--- src/rtl/intc_pkg.sv ---
package intc_pkg;
  localparam int N_SRC  = 4;
  localparam int DATA_W = 8;
  localparam int ADDR_W = 2;
  localparam int NUM_W  = 3;

  localparam logic [ADDR_W-1:0] ADDR_MASK = 2'd0;
  localparam logic [ADDR_W-1:0] ADDR_EOI  = 2'd1;
  localparam logic [ADDR_W-1:0] ADDR_REQ  = 2'd2;
  localparam logic [ADDR_W-1:0] ADDR_ISV  = 2'd3;

  localparam logic [NUM_W-1:0] SPURIOUS_NUM = 3'd7;

  // fixed interrupt number of each slot; slot order is priority order
  function automatic logic [NUM_W-1:0] slotNum(input int s);
    case (s)
      0:       slotNum = 3'd0;
      1:       slotNum = 3'd3;
      2:       slotNum = 3'd4;
      default: slotNum = 3'd5;
    endcase
  endfunction

  // spread a per-slot vector onto interrupt-number bit positions
  function automatic logic [DATA_W-1:0] toNumBits(input logic [N_SRC-1:0] v);
    toNumBits = '0;
    for (int s = 0; s < N_SRC; s++) toNumBits[slotNum(s)] = v[s];
  endfunction

  typedef struct packed {
    logic             maskWr;
    logic [N_SRC-1:0] maskVal;
    logic             eoiEn;
    logic [N_SRC-1:0] eoiHot;
    logic             grantEn;
    logic [N_SRC-1:0] grantHot;
  } strobe_t;
endpackage

--- src/rtl/intc_ctrl.sv ---
module intc_ctrl
  import intc_pkg::*;
#(
  parameter logic [DATA_W-1:0] VEC_BASE = 8'h20
) (
  input  logic              clk,
  input  logic              rstN,
  input  logic              regWrEn,
  input  logic [ADDR_W-1:0] regAddr,
  input  logic [DATA_W-1:0] regWrData,
  input  logic              intAck,
  input  logic [N_SRC-1:0]  eligible,
  output strobe_t           stb,
  output logic [DATA_W-1:0] vecOut,
  output logic              vecValid
);
  logic [N_SRC-1:0] winHot;
  logic [NUM_W-1:0] winNum;
  logic             anyElig;
  logic             eoiWellFormed;

  assign anyElig       = |eligible;
  assign eoiWellFormed = (regWrData[DATA_W-1:NUM_W] == '0);

  // fixed priority: lowest slot wins
  always_comb begin
    winHot = '0;
    winNum = SPURIOUS_NUM;
    for (int s = N_SRC - 1; s >= 0; s--) begin
      if (eligible[s]) begin
        winHot = '0;
        winHot[s] = 1'b1;
        winNum = slotNum(s);
      end
    end
  end

  always_comb begin
    stb = '0;
    stb.maskWr = regWrEn && (regAddr == ADDR_MASK);
    stb.eoiEn  = regWrEn && (regAddr == ADDR_EOI) && eoiWellFormed;
    for (int s = 0; s < N_SRC; s++) begin
      stb.maskVal[s] = regWrData[slotNum(s)];
      stb.eoiHot[s]  = (regWrData[NUM_W-1:0] == slotNum(s));
    end
    stb.grantEn  = intAck && anyElig;
    stb.grantHot = intAck ? winHot : '0;
  end

  always_ff @(posedge clk) begin
    if (!rstN) begin
      vecValid <= 1'b0;
      vecOut   <= '0;
    end else begin
      vecValid <= intAck;
      if (intAck) vecOut <= VEC_BASE + DATA_W'(winNum);
    end
  end

  a_r5_vec_after_ack: assert property (@(posedge clk) disable iff (!rstN)
    intAck |=> vecValid);
  a_r5_grant_onehot: assert property (@(posedge clk) disable iff (!rstN)
    $onehot0(stb.grantHot));
  a_r6_no_grant_when_idle: assert property (@(posedge clk) disable iff (!rstN)
    (intAck && eligible == '0) |-> !stb.grantEn);
endmodule

--- src/rtl/intc_dpath.sv ---
module intc_dpath
  import intc_pkg::*;
(
  input  logic              clk,
  input  logic              rstN,
  input  logic [N_SRC-1:0]  reqIn,
  input  strobe_t           stb,
  input  logic [ADDR_W-1:0] regAddr,
  output logic [DATA_W-1:0] regRdData,
  output logic [N_SRC-1:0]  eligible
);
  logic [N_SRC-1:0] reqPrev, reqEdge;
  logic [N_SRC-1:0] pendReg, maskReg, isvReg;
  logic [N_SRC-1:0] blocked;

  assign reqEdge = reqIn & ~reqPrev;

  // a level is blocked by any in-service interrupt at its own or higher priority
  for (genvar s = 0; s < N_SRC; s++) begin : g_block
    assign blocked[s] = |isvReg[s:0];
  end

  assign eligible = pendReg & ~maskReg & ~blocked;

  always_ff @(posedge clk) begin
    if (!rstN) begin
      reqPrev <= '0;
      pendReg <= '0;
      maskReg <= '1;
      isvReg  <= '0;
    end else begin
      reqPrev <= reqIn;
      pendReg <= (pendReg & ~stb.grantHot) | reqEdge;
      if (stb.maskWr) maskReg <= stb.maskVal;
      isvReg <= (isvReg & ~(stb.eoiEn ? stb.eoiHot : '0)) | stb.grantHot;
    end
  end

  always_comb begin
    case (regAddr)
      ADDR_MASK: regRdData = toNumBits(maskReg);
      ADDR_REQ:  regRdData = toNumBits(pendReg);
      ADDR_ISV:  regRdData = toNumBits(isvReg);
      default:   regRdData = '0;
    endcase
  end

  a_r5_grant_enters_service: assert property (@(posedge clk) disable iff (!rstN)
    stb.grantEn |=> ((isvReg & $past(stb.grantHot)) != '0));
  a_r4_grant_not_blocked: assert property (@(posedge clk) disable iff (!rstN)
    stb.grantEn |-> ((stb.grantHot & isvReg) == '0 && (stb.grantHot & maskReg) == '0));
  a_r7_eoi_clears: assert property (@(posedge clk) disable iff (!rstN)
    (stb.eoiEn && !stb.grantEn) |=> ((isvReg & $past(stb.eoiHot)) == '0));
  a_r8_eoi_idle_stable: assert property (@(posedge clk) disable iff (!rstN)
    (stb.eoiEn && !stb.grantEn && (stb.eoiHot & isvReg) == '0) |=> (isvReg == $past(isvReg)));
endmodule

--- src/rtl/intc_top.sv ---
module intc_top
  import intc_pkg::*;
#(
  parameter logic [7:0] VEC_BASE = 8'h20
) (
  input  logic       clk,
  input  logic       rstN,
  input  logic [3:0] reqIn,
  input  logic       regWrEn,
  input  logic [1:0] regAddr,
  input  logic [7:0] regWrData,
  output logic [7:0] regRdData,
  input  logic       intAck,
  output logic       intr,
  output logic [7:0] vecOut,
  output logic       vecValid
);
  strobe_t          stb;
  logic [N_SRC-1:0] eligible;

  intc_ctrl #(.VEC_BASE(VEC_BASE)) i_ctrl (
    .clk(clk), .rstN(rstN), .regWrEn(regWrEn), .regAddr(regAddr),
    .regWrData(regWrData), .intAck(intAck), .eligible(eligible),
    .stb(stb), .vecOut(vecOut), .vecValid(vecValid)
  );

  intc_dpath i_dpath (
    .clk(clk), .rstN(rstN), .reqIn(reqIn), .stb(stb), .regAddr(regAddr),
    .regRdData(regRdData), .eligible(eligible)
  );

  assign intr = |eligible;
endmodule

--- config.mk ---
export PLATFORM = sky130hd
export DESIGN_NAME = intc_top
export DESIGN_NICKNAME = d
export VERILOG_FILES = /design/src/rtl/intc_pkg.sv /design/src/rtl/intc_ctrl.sv /design/src/rtl/intc_dpath.sv /design/src/rtl/intc_top.sv
export SDC_FILE = /design/constraint.sdc
export NUM_CORES = 1
export LEC_CHECK = 0
export BUFFER_PORTS_ARGS = -buffer_cell sky130_fd_sc_hd__buf_2
export CAP_MARGIN = 20
export CORE_AREA = 2 2 52 54
export DETAILED_ROUTE_END_ITERATION = 8
export DIE_AREA = 0 0 54 56
export HOLD_SLACK_MARGIN = 0.05
export PLACE_DENSITY = 0.76
export SLEW_MARGIN = 40
export SYNTH_ARGS = -nofsm -noshare
export SYNTH_HDL_FRONTEND = slang
export SYNTH_SLANG_ARGS = --single-unit
export TNS_END_PERCENT = 5
--- constraint.sdc ---
create_clock -name clk -period 1.5 [get_ports clk]
set_input_delay 0 -clock clk [delete_from_list [all_inputs] [get_ports clk]]
set_output_delay 0 -clock clk [all_outputs]
set_load 0.05 [all_outputs]
==> results.rst, run 1 <==
.. list-table::
   :header-rows: 1

   * - Metric
     - Value
   * - Synthesized instance count
     - 120
   * - TritonCTS clock tree
     - yes
   * - Tightest Pin Transition
     - between 0.5 and 0.6 ns
   * - Core occupancy in the finished layout
     - just under 60%
   * - Initial antenna violation count
     - 0
   * - Pwr Density
     - slightly below 900 nW/um^2
   * - Number of core rows
     - 18
   * - Final critical path time including I/O delays and setup
     - 1.513 ns
   * - Layout overhead on the synthesized area
     - 41.70%
   * - Share of layout cells above drive strength 1
     - between 30% and 40%
   * - Number of hold-slack violations in the final timing report
     - 0
   * - Seq pwr share
     - 49.7%
   * - Total overflow reported by the global router
     - 0
   * - Overall via count from detail_route
     - between 1k and 1.5k
   * - Data arrival time at the worst-slack endpoint
     - 1.51 ns
   * - Synth cell types
     - 37
   * - Final count of pins violating max slew
     - 0
   * - Peak supply drop
     - between 0.6 and 0.7 mV
   * - Path type of the worst min-delay path
     - in -> reg
   * - Share of power burned in combinational logic
     - 26.4%
   * - Type of the setup path with the least slack
     - reg -> out
   * - RSZ-0062 raised after global routing
     - true
   * - Area of the die
     - roughly 3000 sq um
   * - Critical path endpoint category
     - output pin
   * - Maximum fanout count along the critical path
     - 4
   * - Max stage delay on crit path
     - approximately 0.4 ns
   * - Number of H-tree branching levels
     - 1
   * - Core box area
     - ~2400 sq um
   * - Detail Route met3 WL
     - ~130 um
   * - Routability Congestion
     - between 0.7 and 0.8
   * - M1 wire length
     - approximately 1100 um
   * - Switching portion of total power
     - 34.69%
   * - Req. time, crit path
     - approximately 1.5 ns
   * - PnR worst setup slack
     - -0.01287 ns
   * - Wire length of the first global-routing pass
     - approximately 4300 um
   * - Clock-pin slew of the registers on the worst-case setup and hold paths
     - 0.12 ns
   * - Launch point of the worst reg-to-reg path
     - i_dpath.isvReg[1]$_SDFF_PN0_
   * - Timing-limited maximum frequency
     - about 660 MHz
   * - Overall Global Routing Usage
     - about a fifth
   * - Net count reported at finish
     - between 150 and 200
   * - Number of violations reported at the end of detailed-routing iteration 0
     - 29
   * - Final setup skew
     - about 0.0052 ns
   * - Vias per inst
     - about 5.3
   * - Fin crit share
     - 100.9%
   * - Largest net degree at the start of global routing
     - 24
   * - Vias in the first global route
     - roughly 1.0k
   * - Synthesized area per cell
     - about 8.4 sq um
   * - Flip-flop and latch count after synthesis
     - 21
   * - Top-level I/O count
     - 36
   * - Fill cells
     - around 230
   * - Start point of the critical path
     - i_dpath.isvReg[1]$_SDFF_PN0_
   * - Placed cell area
     - 1126 sq um
   * - Pre-antenna DRT Iters
     - 4
   * - Netlist Area Pre-Place
     - about 1000 sq um
   * - Design Area, Final
     - 1420 sq um
   * - Final Setup Violations
     - 1
   * - Detail Route met2 WL
     - approximately 1400 um
   * - Power share of the clock group
     - 23.9%
   * - Detailed-route wire length
     - 2787 um
   * - Final Non-Filler Cells
     - 196
   * - Worst slew margin
     - 64.49%
   * - Antenna Violating Nets Remaining
     - 0
   * - Startpoint kind of the worst setup timing path
     - flip-flop
   * - DP HPWL
     - ~1700 um
   * - Number of I/O port buffers
     - 27
   * - Number of warnings reported in the yosys synthesis log
     - 0
   * - Slowest library cell on the worst path
     - or3_4
   * - Cells traversed along the worst timing path
     - or3_4 > a21oi_4 > or2_4 > buf_8
   * - TritonCTS Sinks
     - 21
   * - Detailed-route DRC error count
     - 0
   * - Failing checks
     - negative setup slack
   * - Net switching component of the power
     - approximately 430 uW
   * - Outcome
     - finished with violations
   * - Chip Width
     - about 54 um
   * - Design internal power
     - 805.0 uW
   * - Floorplan die height
     - roughly 56 um
   * - Max-cap violations
     - 0
   * - DR WL/cell
     - around 14 um
   * - Leakage
     - 0.0006408 uW
   * - Maximum buffer depth of the clock tree
     - 2
   * - Overall power consumption
     - ~1200 uW
   * - Later-pin clock latency in the skew report
     - roughly 0.33 ns
   * - Diodes inserted
     - 0
   * - Hold Path Origin
     - regWrEn
   * - Sequential share of the synthesized area
     - about two fifths
   * - Total clock buffers created by CTS
     - 3
   * - Dpl cells
     - between 150 and 200
   * - Initial cell density of the core
     - roughly 41%
   * - Clock Tree Root
     - clkbuf_4
   * - Top Metal Used
     - met4
[timing repair]
| action | CTS | global route |
|---|---|---|
| resized for setup | 10 | 14 |
| setup endpoints to repair | 1 | 7 |
| pin swaps | 1 | 1 |
| setup buffers | 3 | 1 |
| hold buffers | 16 | 0 |
| endpoints found under the hold margin | 16 | 0 |
[registers in the layout, indices dropped and copies added, names as in the netlist]
register         cells
i_dpath.isvReg       4
i_dpath.maskReg      4
i_dpath.pendReg      4
i_ctrl.vecValid      1
i_ctrl.vecOut        4
i_dpath.reqPrev      4
[layout by cell type (no fill, tap or decap), types with 2 or more instances in the layout]
cell type       n
buf_2          26
mux2_2          2
conb_1          8
dlygate4sd3_1  16
a22o_1          4
nor2b_1         2
and2_1          5
nand3_1         8
dfxtp_2         4
nor2_1          4
o21ai_0         2
o22ai_1         4
dfxtp_1        16
nand2_1        20
o311ai_1        2
clkbuf_4        3
inv_1           6
buf_4           4
[final cells by class]
| cell class | count | area (sq um) | share of cell area [%] |
|---|---|---|---|
| Timing Repair Buffer | 47 | 335.3 | 23.61 |
| Tap cell | 30 | 37.54 | 2.643 |
| Sequential cell | 21 | 429.2 | 30.22 |
| Clock buffer | 3 | 22.52 | 1.586 |
| Inverter | 6 | 22.52 | 1.586 |
| Clock inverter | 1 | 5.005 | 0.3524 |
| Multi-Input combinational cell | 88 | 568.0 | 40.00 |
[cells in the mapped netlist (all sizes together)]
master,number,area share [%]
or3,1,1.1
a22o,4,3.5
inv,6,2.2
o2111a,1,1.1
nor4,2,1.2
or2,1,0.62
buf,8,6.0
nand3b,1,0.75
o21ai,2,1.0
nor3,1,0.50
o31ai,1,0.75
or3b,1,0.87
and2,5,3.1
nor3b,1,0.75
nor2,4,1.5
o2bb2ai,1,0.87
o311ai,2,1.7
nand4,1,0.62
mux2,2,2.2
clkbuf,4,1.5
and3,1,0.62
o22ai,4,2.5
nor2b,3,1.9
a21o,1,0.75
dfxtp,21,42
o41ai,1,0.87
a21oi,2,1.0
nand2,21,7.9
o21a,1,0.75
nor4b,1,0.87
a21boi,2,1.5
nand3,8,4.0
o211a,1,1.0
conb,1,0.37
or4,1,0.75
nand2b,2,1.2
[worst max-delay path: cells and delay by family, from the launching register on]
family	cells	cell delay, ns
buffers and inverters	1	0.13
AO/OA/AOI/OAI	1	0.14
flip-flops	1	0.36
AND/OR/NAND/NOR	2	0.54
[stage by stage]
step                      hold WS, ns  TNS (ns)  worst slack (ns)
after floorplan                0.1114         0            0.1083
after global placement         0.2042         0           0.08278
after detailed placement       0.2109         0           0.03771
after CTS                     0.08899         0          0.008756
after global routing          0.09014   -0.2108          -0.04886
final                         0.08607  -0.01287          -0.01287
[routing by layer]
layer / global-route usage (%) / vias up
li1: - / 497
met1: 23.84 / 505
met2: 31.01 / 37
met3: 4.032 / 7
met4: 8.929 / 0
met5: 0 / -
[logic make-up (layout without fill, tap and decap cells)]
logic type | after synthesis | after routing | synth area share (%)
mux | 2 | 2 | 2.247
buf+inv | 18 | 57 | 9.737
other cells | 1 | 8 | 0.3742
compound gates | 23 | 23 | 17.35
flops | 21 | 21 | 41.95
simple gates | 55 | 55 | 28.34
[worst paths after layout]
check | endpoint | slack (ns) | cells past startpoint
setup / recovery | intr | -0.01 | 4
hold reg to reg | i_dpath.pendReg[2]$_SDFF_PN0_ | 0.45 | 1
hold / removal | i_dpath.maskReg[2]$_SDFFE_PN1P_ | 0.09 | 4
setup reg to reg | i_dpath.isvReg[3]$_SDFF_PN0_ | 0.01 | 3
[power groups by stage]
stage               logic (uW)  clock network, uW  registers [uW]
floorplan                  185                  0             653
global placement           266                  0             621
detailed placement         270                  0             622
CTS                        312                297             609
global route               346                325             616
finish                     326                294             612
Power figures use the tool's default switching activity.
==> run 2: changes to the inputs <==
--- a/config.mk
+++ b/config.mk
@@ -7,11 +7,12 @@
 export LEC_CHECK = 0
 export BUFFER_PORTS_ARGS = -buffer_cell sky130_fd_sc_hd__buf_2
 export CAP_MARGIN = 20
-export CORE_AREA = 2 2 52 54
+export CORE_AREA = 2 2 61 63
 export DETAILED_ROUTE_END_ITERATION = 8
-export DIE_AREA = 0 0 54 56
+export DIE_AREA = 0 0 63 65
+export GPL_ROUTABILITY_DRIVEN = 0
 export HOLD_SLACK_MARGIN = 0.05
-export PLACE_DENSITY = 0.76
+export PLACE_DENSITY = 0.6
 export SLEW_MARGIN = 40
 export SYNTH_ARGS = -nofsm -noshare
 export SYNTH_HDL_FRONTEND = slang
==> run 2 against run 1 <==
Net effect:
- the run still ends with negative setup slack left
- count of clock-buffer cells in the layout unchanged
- cell count up 10%
- clock skew up 0.0053 ns
- fmax down 0.48%
- sequential cell count unchanged
- largest cell class unchanged
- highest routed layer unchanged
==> results.rst, run 2 (same netlist as run 1, synthesis figures left out) <==
.. list-table::
   :header-rows: 1

   * - Metric
     - Value
   * - DP HPWL
     - 1780 um (+6.1%)
   * - Number of hold-slack violations in the final timing report
     - 0 (unchanged)
   * - Vias in the first global route
     - 956 (-6.5%)
   * - Number of H-tree branching levels
     - 1 (unchanged)
   * - Leading cell type in the layout, fill and taps excluded
     - buf_2
   * - Number of cells traversed by the worst hold path
     - 4 (unchanged)
   * - Type of the setup path with the least slack
     - reg -> out
   * - Area of the die
     - 4095 sq um (+35%)
   * - Failing checks
     - negative setup slack
   * - Hold Path Origin
     - regWrEn
   * - Maximum fanout count along the critical path
     - 4 (unchanged)
   * - Overall via count from detail_route
     - 994 (-5.0%)
   * - Worst slew margin
     - 63.22% (-1.3 points)
   * - Startpoint kind of the worst setup timing path
     - flip-flop
   * - Outcome
     - finished with violations
   * - TritonCTS Sinks
     - 21 (unchanged)
   * - WHS Endpoint
     - i_dpath.maskReg[0]$_SDFFE_PN1P_
   * - Dpl cells
     - 191 (+11%)
   * - Total clock buffers created by CTS
     - 3 (unchanged)
   * - Path type of the worst min-delay path
     - in -> reg
   * - Clock-pin slew of the registers on the worst-case setup and hold paths
     - 0.11 ns (about the same)
   * - Launch point of the worst reg-to-reg path
     - i_dpath.isvReg[1]$_SDFF_PN0_
   * - Final count of pins violating max slew
     - 0 (unchanged)
   * - Overall Global Routing Usage
     - 12.95% (-6.3 points)
   * - Layout overhead on the synthesized area
     - 43.07%
   * - Detailed-route DRC error count
     - 0 (unchanged)
   * - Leakage
     - 0.0006378 uW (-0.47%)
   * - RSZ-0062 raised after global routing
     - true
   * - Number of core rows
     - 22 (+4)
   * - Capturing point of the worst reg2reg path
     - i_dpath.isvReg[3]$_SDFF_PN0_
   * - Floorplan die height
     - 65 um (+16%)
   * - Initial cell density of the core
     - 28.67% (-13 points)
   * - Fin crit share
     - 101.3% (+0.48 points)
   * - Share of layout cells above drive strength 1
     - 27.38% (-5.8 points)
   * - Final setup skew
     - 0.01047 ns (+0.005252 ns)
   * - Later-pin clock latency in the skew report
     - 0.32 ns (about the same)
   * - DR WL/cell
     - 11.93 um (-16%)
   * - Highest-count cells in the layout ignoring fill and taps
     - buf_2 (25), nand2_1 (21), dlygate4sd3_1 (18)
   * - TritonCTS clock tree
     - yes
   * - Clock Tree Root
     - clkbuf_4
   * - Initial antenna violation count
     - 0 (unchanged)
   * - Design Area, Final
     - 1434 sq um (+0.97%)
   * - Peak supply drop
     - 0.5483 mV (-16%)
   * - Final critical path time including I/O delays and setup
     - 1.520 ns (+0.007267 ns)
   * - Largest net degree at the start of global routing
     - 15 (-38%)
   * - Pwr Density
     - 853.6 nW/um^2 (-1.6%)
   * - Net count reported at finish
     - 187 (+1.1%)
   * - Tightest Pin Transition
     - 0.5497 ns (+0.01906 ns)
   * - Timing-limited maximum frequency
     - 657.8 MHz (-0.48%)
   * - Pre-antenna DRT Iters
     - 4 (unchanged)
   * - Diodes inserted
     - 0 (unchanged)
   * - Number of I/O port buffers
     - 27 (unchanged)
   * - Detailed-route wire length
     - 2576 um (-7.6%)
   * - Req. time, crit path
     - 1.50 ns (about the same)
   * - Tightest hold margin
     - 0.1189 ns (+0.03280 ns)
   * - Total overflow reported by the global router
     - 0 (unchanged)
   * - Number of violations reported at the end of detailed-routing iteration 0
     - 19 (-34%)
   * - PnR worst setup slack
     - -0.02013 ns (-0.007267 ns)
   * - Number of cells on the worst reg-to-reg path
     - 3 (unchanged)
   * - Max-cap violations
     - 0 (unchanged)
   * - Maximum buffer depth of the clock tree
     - 2 (unchanged)
   * - Data arrival time at the worst-slack endpoint
     - 1.52 ns (about the same)
   * - Placed cell area
     - 1156 sq um (+2.7%)
   * - Chip Width
     - 63 um (+17%)
   * - Worst R2R Setup Slack
     - 0.01 ns (about the same)
   * - Vias per inst
     - 4.602 (-14%)
   * - Core occupancy in the finished layout
     - 41.02% (-17 points)
   * - Critical path endpoint category
     - output pin
   * - Final Non-Filler Cells
     - 216 (+10%)
   * - Antenna Violating Nets Remaining
     - 0 (unchanged)
   * - Top-level I/O count
     - 36 (unchanged)
   * - Core box area
     - 3496 sq um (+44%)
   * - Wire length of the first global-routing pass
     - 4181 um (-3.8%)
   * - Final Setup Violations
     - 1 (unchanged)
==> run 2: cell types whose count changed in the layout (fill, tap and decap cells not counted), sizes merged <==
cell / previous run / this run
clkinv: 1 / 0
clkinvlp: 0 / 1
buf: 31 / 30
clkbuf: 3 / 4
dlygate4sd3: 16 / 18
==> run 2: critical path, cell delays in order (launching register included) <==
cell	delay, ns
dfxtp_1	0.36
or3_4	0.41
a21oi_4	0.15
or2_4	0.15
buf_8	0.14
==> run 2: cell type report <==
class / instances / area, sq um
inverters: 6 / 22.52
repair buffers: 49 / 357.8
clock inverters: 1 / 7.507
multi-input cells: 88 / 535.5
well taps: 48 / 60.06
fillers: 387 / 2062
clock buffers: 3 / 22.52
flip-flops and latches: 21 / 427.9
==> run 2: what timing repair did <==
item / 4_1_cts / 5_1_grt
endpoints found under the setup margin: 2 / 4
hold endpoints to repair: 18 / 0
hold buffers: 18 / 0
gates resized for setup: 10 / 6
pin swaps: 1 / 0
setup buffers: 2 / 1
==> run 2: worst max-delay path by stage <==
stage	from	to	slack, ns	cells after the start
6_report	i_dpath.isvReg[1]$_SDFF_PN0_	intr	-0.02	4
5_1_grt	i_dpath.isvReg[2]$_SDFF_PN0_	intr	-0.07	4
4_1_cts	i_dpath.isvReg[2]$_SDFF_PN0_	intr	-0.01	4
3_5_place_dp	i_dpath.isvReg[0]$_SDFF_PN0_	i_dpath.isvReg[3]$_SDFF_PN0_	0.03	3
3_3_place_gp	i_dpath.isvReg[0]$_SDFF_PN0_	i_dpath.isvReg[3]$_SDFF_PN0_	0.08	3
2_1_floorplan	i_dpath.isvReg[0]$_SDFF_PN0_	i_dpath.isvReg[3]$_SDFF_PN0_	0.11	3
==> run 2: per-stage QoR <==
| step | worst slack (ns) | TNS (ns) | total power [uW] |
|---|---|---|---|
| 6_report | -0.02013 | -0.02013 | 1224 |
| 5_1_grt | -0.06555 | -0.09124 | 1284 |
| 4_1_cts | -0.01143 | -0.01143 | 1235 |
| 3_5_place_dp | 0.03145 | 0 | 895.6 |
| 3_3_place_gp | 0.07982 | 0 | 892.3 |
| 2_1_floorplan | 0.1083 | 0 | 837.8 |
==> run 2: metal layers <==
layer | vias to the layer above | global-route usage (%) | wire (um) | part of all wire (%)
met3 | 3 | 4.514 | 142 | 5.5
met1 | 459 | 14.88 | 1151 | 45
met5 | - | 0 | 0 | 0
met4 | 0 | 4.444 | 19 | 0.74
met2 | 29 | 22.34 | 1263 | 49
li1 | 503 | - | - | -
==> run 2: report_power, final <==
group          internal [uW]  leakage, uW  switching [uW]
combinational            118     0.000449             206
sequential               589     0.000175            20.8
clock                    102    0.0000139             188
total                    809     0.000638             415
==> run 3: changes to the inputs <==
--- a/config.mk
+++ b/config.mk
@@ -7,14 +7,15 @@
 export LEC_CHECK = 0
 export BUFFER_PORTS_ARGS = -buffer_cell sky130_fd_sc_hd__buf_2
 export CAP_MARGIN = 20
-export CORE_AREA = 2 2 61 63
+export CORE_AREA = 2 2 63 65
 export DETAILED_ROUTE_END_ITERATION = 8
-export DIE_AREA = 0 0 63 65
+export DIE_AREA = 0 0 65 67
 export GPL_ROUTABILITY_DRIVEN = 0
 export HOLD_SLACK_MARGIN = 0.05
-export PLACE_DENSITY = 0.6
+export PLACE_DENSITY = 0.59
 export SLEW_MARGIN = 40
 export SYNTH_ARGS = -nofsm -noshare
 export SYNTH_HDL_FRONTEND = slang
+export SYNTH_HIERARCHICAL = 1
 export SYNTH_SLANG_ARGS = --single-unit
 export TNS_END_PERCENT = 5
==> run 3 against run 2 <==
Net effect:
- the flow still finishes with violations (negative setup slack)
- design area is 1.7% higher
- fmax down 6.6%
- utilization is 0.59 points lower
- register-to-register slack worse by 0.11 ns
- clock power grew 34%
- combinational power fell by 12%
- critical endpoint unchanged
- sequential share of layout area shrank 0.83 points
- via count decreased by 11%
- sequential cell count did not move
- cell count fell by 6.5%
- critical path depth unchanged
==> results.rst, run 3 <==
.. list-table::
   :header-rows: 1

   * - Metric
     - Value
   * - Dpl cells
     - 188 (-1.6%)
   * - Initial antenna violation count
     - 0 (unchanged)
   * - Path type of the worst min-delay path
     - in -> reg
   * - Synthesized instance count
     - 115 (-4.2%)
   * - Largest net degree at the start of global routing
     - 22 (+7)
   * - Crit path buffers/inverters
     - 1 (unchanged)
   * - Timing-limited maximum frequency
     - 614.7 MHz (-6.6%)
   * - Number of I/O port buffers
     - 27 (unchanged)
   * - Diodes inserted
     - 0 (unchanged)
   * - Failing checks
     - negative setup slack
   * - Overall via count from detail_route
     - 880 (-11%)
   * - Antenna Violating Nets Remaining
     - 0 (unchanged)
   * - Clock-pin slew of the registers on the worst-case setup and hold paths
     - 0.08 ns (-0.03 ns)
   * - Startpoint kind of the worst setup timing path
     - flip-flop
   * - Max stage delay on crit path
     - 0.41 ns (about the same)
   * - Number of core rows
     - 22 (unchanged)
   * - Worst R2R Setup Slack
     - -0.10 ns (-0.11 ns)
   * - Synthesized area per cell
     - 9.248 sq um (+11%)
   * - Final Setup Violations
     - 5 (+4)
   * - Number of H-tree branching levels
     - 1 (unchanged)
   * - Later-pin clock latency in the skew report
     - 0.26 ns (-0.06 ns)
   * - Outcome
     - finished with violations
   * - Setup total negative slack
     - -0.3806 ns (-0.3604 ns)
   * - Max-cap violations
     - 0 (unchanged)
   * - Leakage
     - 0.0006158 uW (-3.4%)
   * - Detailed-route wire length
     - 2476 um (-3.9%)
   * - Number of warnings reported in the yosys synthesis log
     - 6 (+6)
   * - Number of violations reported at the end of detailed-routing iteration 0
     - 31 (+12)
   * - Core occupancy in the finished layout
     - 40.42% (-0.59 points)
   * - Highest-count cells in the layout ignoring fill and taps
     - buf_2 (26), dfxtp_1 (19), dlygate4sd3_1 (9), nand2b_1 (9)
   * - Register area
     - 422.9 sq um (-1.2%)
   * - Chip Width
     - 65 um (+3.2%)
   * - Final Non-Filler Cells
     - 202 (-6.5%)
   * - Detailed-route DRC error count
     - 0 (unchanged)
   * - Final count of pins violating max slew
     - 0 (unchanged)
   * - Maximum fanout count along the critical path
     - 3 (-1)
   * - Initial cell density of the core
     - 29.49% (+0.82 points)
   * - Maximum buffer depth of the clock tree
     - 2 (unchanged)
   * - Number of cells on the worst reg-to-reg path
     - 5 (+2)
   * - Vias per inst
     - 4.356 (-5.3%)
   * - TritonCTS Sinks
     - 21 (unchanged)
   * - Area of the die
     - 4355 sq um (+6.3%)
   * - Netlist Area Pre-Place
     - 1064 sq um (+6.1%)
   * - Core box area
     - 3606 sq um (+3.1%)
   * - Pre-antenna DRT Iters
     - 4 (unchanged)
   * - Total clock buffers created by CTS
     - 3 (unchanged)
   * - TritonCTS clock tree
     - yes
   * - Pwr Density
     - 875.3 nW/um^2 (+2.5%)
   * - Data arrival time at the worst-slack endpoint
     - 1.63 ns (+0.11 ns)
   * - Leading cell type in the layout, fill and taps excluded
     - buf_2
   * - Net count reported at finish
     - 173 (-7.5%)
   * - Number of cells traversed by the worst hold path
     - 2 (-2)
   * - Vias in the first global route
     - 849 (-11%)
   * - DR WL/cell
     - 12.26 um (+2.8%)
   * - Floorplan die height
     - 67 um (+3.1%)
   * - WHS Endpoint
     - i_dpath/maskReg[2]$_SDFFE_PN1P_
   * - Share of layout cells above drive strength 1
     - 33.12% (+5.7 points)
   * - Total overflow reported by the global router
     - 0 (unchanged)
   * - Type of the setup path with the least slack
     - reg -> out
   * - Fill cells
     - 364 (-5.9%)
   * - Launch point of the worst reg-to-reg path
     - i_dpath/isvReg[2]$_SDFF_PN0_
   * - Layout overhead on the synthesized area
     - 37.06%
   * - Hold Path Origin
     - rstN
   * - Wire length of the first global-routing pass
     - 3898 um (-6.8%)
   * - Cells traversed along the worst timing path
     - or3_4 > nor4b_4 > or4_4 > buf_8
   * - Slowest library cell on the worst path
     - or3_4
   * - Post-Place Setup Slack
     - -0.09648 ns (-0.1279 ns)
   * - Area used by multi-input combinational logic
     - 619.3 sq um (+16%)
   * - Clock Tree Root
     - clkbuf_8
   * - Req. time, crit path
     - 1.50 ns (about the same)
   * - Number of hold-slack violations in the final timing report
     - 0 (unchanged)
   * - DP HPWL
     - 1768 um (-0.69%)
   * - RSZ-0062 raised after global routing
     - true
   * - Fin crit share
     - 108.4% (+7.1 points)
   * - Final setup skew
     - 0.001291 ns (-0.009176 ns)
   * - Top-level I/O count
     - 36 (unchanged)
   * - Peak supply drop
     - 0.7268 mV (+33%)
   * - Final critical path time including I/O delays and setup
     - 1.627 ns (+0.1066 ns)
   * - PnR worst setup slack
     - -0.1267 ns (-0.1066 ns)
   * - Worst path top cell family by delay
     - simple AND/OR/NAND/NOR gates
   * - Overall Global Routing Usage
     - 12.01% (-0.95 points)
   * - Critical path endpoint category
     - output pin
   * - Capturing point of the worst reg2reg path
     - i_dpath/pendReg[3]$_SDFF_PN0_
run 3: cell count changes in the layout (fill, tap and decap cells not counted), sizes merged, moves of 5 or more:
cell / before / now
mux2i: 0 / 8
buf: 30 / 35
nand2: 21 / 5
dlygate4sd3: 18 / 9
a21boi: 2 / 8
nand2b: 2 / 10
run 3: what timing repair did:
action | 4_1_cts | 5_1_grt
pin swaps | 1 | 2
buffers inserted | 1 | 0
gates resized for setup | 6 | 6
setup endpoints to repair | 5 | 10
hold buffers | 9 | 0
hold endpoints to repair | 14 | 0
run 3: worst reg2reg max path, delay by kind of cell, from the launching register on:
kind | cells | cell delay [ns]
flops | 1 | 0.33
compound gates | 1 | 0.06
simple gates | 4 | 1.11
run 3: layout make-up:
cell class                 count  area share, %
timing repair buffer          44          20.52
sequential                    21          29.01
multi-input combinational     83          42.49
inverter                       2         0.5150
tap                           48          4.120
clock buffer                   3          2.833
clock inverter                 1         0.5150
run 3: how the worst max path moves through the flow:
stage,from,to,slack [ns],cells past startpoint
final,i_dpath/isvReg[2]$_SDFF_PN0_,intr,-0.13,4
after global routing,i_dpath/isvReg[2]$_SDFF_PN0_,intr,-0.16,4
after CTS,i_dpath/isvReg[2]$_SDFF_PN0_,intr,-0.11,5
after detailed placement,i_dpath/isvReg[2]$_SDFF_PN0_,i_dpath/pendReg[3]$_SDFF_PN0_,-0.1,5
after global placement,i_dpath/isvReg[2]$_SDFF_PN0_,i_dpath/pendReg[3]$_SDFF_PN0_,-0.04,5
after floorplan,i_dpath/maskReg[3]$_SDFFE_PN1P_,regRdData[5],-0.04,2
run 3: through the flow:
| step | total power (uW) | hold WS, ns | cell area (sq um) |
|---|---|---|---|
| floorplan | 824.0 | 0.1102 | 1119 |
| global placement | 868.8 | 0.2197 | 1264 |
| detailed placement | 873.6 | 0.2224 | 1264 |
| CTS | 1289 | 0.07667 | 1428 |
| global route | 1337 | 0.1023 | 1458 |
| finish | 1276 | 0.07339 | 1458 |
run 3: where the power goes:
group / internal, uW / total [uW] / switching (uW) / leakage, uW
clock: 188 / 388 / 200 / 0.0000217
combinational: 99.6 / 284 / 185 / 0.000420
sequential: 585 / 603 / 17.9 / 0.000175
total: 873 / 1280 / 403 / 0.000616
run 3: per-layer routing:
layer | track usage (%) | wire length (um) | up-vias
met4 | 2.394 | 8 | 0
met5 | 0 | 0 | -
met1 | 14.99 | 1174 | 387
met2 | 19.59 | 1083 | 36
met3 | 4.730 | 209 | 2
li1 | - | - | 455
